### src/rtl/dr_logic_unit.sv
module dr_logic_unit #(
  parameter int ROWS = 4
) (
  input  logic             clk,
  input  logic             rst_n,
  input  logic [2*ROWS-1:0] cfg_sw,
  input  logic [1:0]       a_dr,
  input  logic [1:0]       b_dr,
  output logic [1:0]       z_dr,
  output logic             cfg_err,
  output logic             tok_err
);
  localparam int IW = $clog2(2*ROWS);

  typedef enum logic [1:0] {S_EMPTY, S_FULL, S_DRAIN} st_t;
  st_t st;

  logic [ROWS-1:0] pair_ok;
  for (genvar r = 0; r < ROWS; r++) begin : g_pair
    assign pair_ok[r] = cfg_sw[2*r+1] ^ cfg_sw[2*r];
  end
  assign cfg_err = ~&pair_ok;

  wire a_ok  = a_dr[1] ^ a_dr[0];
  wire b_ok  = b_dr[1] ^ b_dr[0];
  wire bad   = (&a_dr) | (&b_dr);
  wire empty = ~|{a_dr, b_dr};

  wire [IW-1:0] sel = IW'({a_dr[1], b_dr[1], 1'b1});
  wire          res = cfg_sw[sel];

  always_ff @(posedge clk) begin
    if (!rst_n) begin
      st      <= S_EMPTY;
      z_dr    <= 2'b00;
      tok_err <= 1'b0;
    end else if (bad) begin
      st      <= S_DRAIN;
      z_dr    <= 2'b00;
      tok_err <= 1'b1;
    end else begin
      case (st)
        S_EMPTY: if (a_ok && b_ok && !cfg_err) begin
          z_dr <= res ? 2'b10 : 2'b01;
          st   <= S_FULL;
        end
        S_FULL: if (empty) begin
          z_dr <= 2'b00;
          st   <= S_EMPTY;
        end
        default: if (empty) st <= S_EMPTY;
      endcase
    end
  end
endmodule

### config.mk
export PLATFORM = sky130hd
export DESIGN_NAME = dr_logic_unit
export DESIGN_NICKNAME = d
export VERILOG_FILES = /design/src/rtl/dr_logic_unit.sv
export SDC_FILE = /design/constraint.sdc
export NUM_CORES = 1
export LEC_CHECK = 0
export BUFFER_PORTS_ARGS = -buffer_cell sky130_fd_sc_hd__buf_2
export CELL_PAD_IN_SITES_DETAIL_PLACEMENT = 0
export CELL_PAD_IN_SITES_GLOBAL_PLACEMENT = 1
export CORE_AREA = 2 2 39 41
export CTS_BUF_LIST = sky130_fd_sc_hd__clkbuf_4
export DETAILED_ROUTE_END_ITERATION = 12
export DIE_AREA = 0 0 41 43
export GPL_ROUTABILITY_DRIVEN = 0
export PLACE_DENSITY_LB_ADDON = 0.1
export SETUP_SLACK_MARGIN = 0.02
export SLEW_MARGIN = 10
export SYNTH_ARGS = -nofsm -noshare
export SYNTH_HDL_FRONTEND = slang
export SYNTH_SLANG_ARGS = --single-unit
### constraint.sdc
create_clock -name clk -period 2.35 [get_ports clk]
set_input_delay 0.3525 -clock clk [delete_from_list [all_inputs] [get_ports clk]]
set_output_delay 0.3525 -clock clk [all_outputs]
set_load 0.005 [all_outputs]
==> flow_metrics.env <==
export IMPL_run_status="complete, no violations"
export IMPL_synthesis_nets=55
export IMPL_ctsLongestPathBuffers=2
export IMPL_floorplan_io_pins=18
export IMPL_rows=14
export IMPL_worstSetupEndpointType="output pin"
export IMPL_initial_core_util=0.248
export IMPL_dr_first_iter_drc_count=3
export IMPL_slew_headroom=0.887
export IMPL_grt_antenna_before_repair=0
export IMPL_cts_clk_slew_worst_paths_ps=40
export IMPL_critPathLaunch="cfg_sw[5]"
export IMPL_switching_share=0.239
export IMPL_cellLeakagePower_nw=0.237
export IMPL_routed_via_count=331
export IMPL_grt_pass1_vias=305
export IMPL_cts_resized_gates=0
export IMPL_setup_total_negative_slack_ps=0
export IMPL_cts_sinks=5
export IMPL_drt_wl_total_um=685
export IMPL_timing_worst_setup_path_type="in2out"
export IMPL_clock_tree_from_tritoncts="yes"
export IMPL_antenna_left=0
export IMPL_leading_cell_types_in_the_layout_fill_and_taps_excluded="17 x buf_2, 5 x dfxtp_1"
export IMPL_timing_max_cap_violations=0
export IMPL_vias_per_cell=4.47
export IMPL_ys_warnings_count=0
export IMPL_drt_pre_antenna_iters=3
export IMPL_worst_hold_path_type="in2reg"
export IMPL_worst_r2r_startpoint="st[0]"
export IMPL_finalSetupViolCount=0
export IMPL_estimated_wirelength_of_the_detail_placed_design_um=640
export IMPL_post_drt_wl_per_cell_um=9.26
export IMPL_power_internal_mw=0.187
export IMPL_period_share=0.567
export IMPL_holdCritStartpoint="rst_n"
export IMPL_hold_ws_ps=350
export IMPL_n_fill_cell=159
export IMPL_floorplan_die_width_um=41
export IMPL_postSynthRegisterBits=5
export IMPL_finish_net_count=77
export IMPL_die_area_sq_um=1760
export IMPL_grt_first_pass_wirelength_um=1130
export IMPL_track_usage=0.0984
export IMPL_floorplan_core_area_sq_um=1380
export IMPL_setup_repair_after_global_routing_missed_its_margin="false"
export IMPL_numPortBuffers=17
export IMPL_diodes=0
export IMPL_share_seq_of_total_power=0.366
export IMPL_skew_ps=0.574
export IMPL_synthesis_area_per_instance_sq_um=9.27
export IMPL_htree_levels=1
export IMPL_grt_max_degree=7
export IMPL_cell_count_after_synthesis=37
export IMPL_grt_overflow=0
export IMPL_critical_path_max_fanout=6
export IMPL_power_switching_mw=0.0589
export IMPL_power_density_nw_per_um2=514
export IMPL_tightest_slew_ps=168
export IMPL_yosys_top_cells_area="dfxtp_1 29%, ha_1 15%, xor2_1 10%, mux4_2 6.6%, inv_1 4.4%"
export IMPL_netlist_top_cell_by_area="dfxtp_1"
export IMPL_clk_root_buf="clkbuf_4"
export IMPL_seq_area_frac_synth=0.292
export IMPL_remaining_drc_errors=0
export IMPL_mappedNetlistArea_sq_um=343
export IMPL_numCtsBuffers=3
export IMPL_layout_min_cycle_time_ps=1330
export IMPL_clk_insertion_delay_late_ps=240
export IMPL_crit_path_start_kind="input port"
export IMPL_synthDominantCellAreaShare=0.292
export IMPL_number_of_different_library_cells_in_the_post_synthesis_netlist=19
export IMPL_p_comb_frac=0.183
export IMPL_vdd_drop_max_uv=182
export IMPL_max_freq_mhz=751
export IMPL_worstPathArrival_ps=980
export IMPL_cts_setup_buffers=0
export IMPL_worst_endpoint_required_ps=2000
export IMPL_synthToLayoutAreaGrowth_pct=39.4
export IMPL_drive_above_1_share=0.397
export IMPL_timing_max_transition_violations_final=0
export IMPL_chipHeight_um=43
export IMPL_cts_hold_buf=0
export IMPL_most_common_library_cell_in_the_layout_ignoring_fill_and_taps="buf_2"
export IMPL_final_hold_violation_count=0
export IMPL_clock_power_share=0.451
-- power by group through the flow --
stage	sequential (mW)	clock, mW	combinational [mW]
2_1_floorplan	0.0915	0	0.0244
3_3_place_gp	0.0913	0	0.0449
3_5_place_dp	0.0915	0	0.0460
4_1_cts	0.0900	0.116	0.0461
5_1_grt	0.0902	0.123	0.0512
6_report	0.0900	0.111	0.0450
-- final timing paths --
kind / endpoint / slack (ps) / cells after the start
worst max register to register: z_dr[0] / 1190 / 4
worst min-delay path: tok_err / 350 / 2
worst max-delay path: cfg_err / 1020 / 4
worst min register to register: tok_err / 480 / 1
-- cells by family after synthesis --
group,Yosys count,share of synthesized area
and+or+nand+nor,12,0.197
AOI/OAI and AO/OA,7,0.153
DFF,5,0.292
xor gates and xnor gates,4,0.102
buffers and inverters,4,0.0438
adders and majority gates,4,0.146
muxes,1,0.0657
-- registers in the layout (all words and copies together) (netlist names) --
register and flops:
tok_err 1, st 2, z_dr 2
-- layer usage --
metal | wire, um | track usage | up-vias
li1 | - | - | 173
met1 | 279 | 0.116 | 144
met2 | 348 | 0.128 | 14
met3 | 58 | 0.0628 | 0
met4 | 0 | 0.0600 | 0
met5 | 0 | 0 | -
-- synthesized netlist by cell type --
library cell / number
or3_1: 1
nor2_1: 2
o21ai_0: 1
nand4_2: 1
ha_1: 4
inv_1: 4
a21boi_0: 1
o31ai_1: 1
a21boi_1: 1
and2_1: 2
nand4b_1: 1
nand3_1: 1
xor2_1: 4
nand2_1: 4
o31a_1: 1
mux4_2: 1
dfxtp_1: 5
o2111ai_1: 1
o211ai_1: 1
-- worst max-delay path, stage by stage --
cell	delay, ps
buf_2	110
xor2_1	170
nand4_2	180
buf_2	170
-- through the flow --
stage	total power [mW]	std cells	worst slack, ps	util	cell area (sq um)
5_1_grt	0.264	74	926	0.345	478
6_report	0.246	74	1020	0.345	478
4_1_cts	0.252	74	999	0.345	478
2_1_floorplan	0.116	37	1050	-	343
3_5_place_dp	0.137	70	844	0.324	448
3_3_place_gp	0.136	70	891	0.324	448
-- layout make-up --
cell class	count	area [sq um]	share of cell area
clock buffers	4	30.0	0.0628
multi-input cells	28	228	0.476
inverters	4	15.0	0.0314
repair buffers	17	85.1	0.178
flip-flops and latches	5	100	0.209
well taps	16	20.0	0.0419
Power figures use the tool's default switching activity.
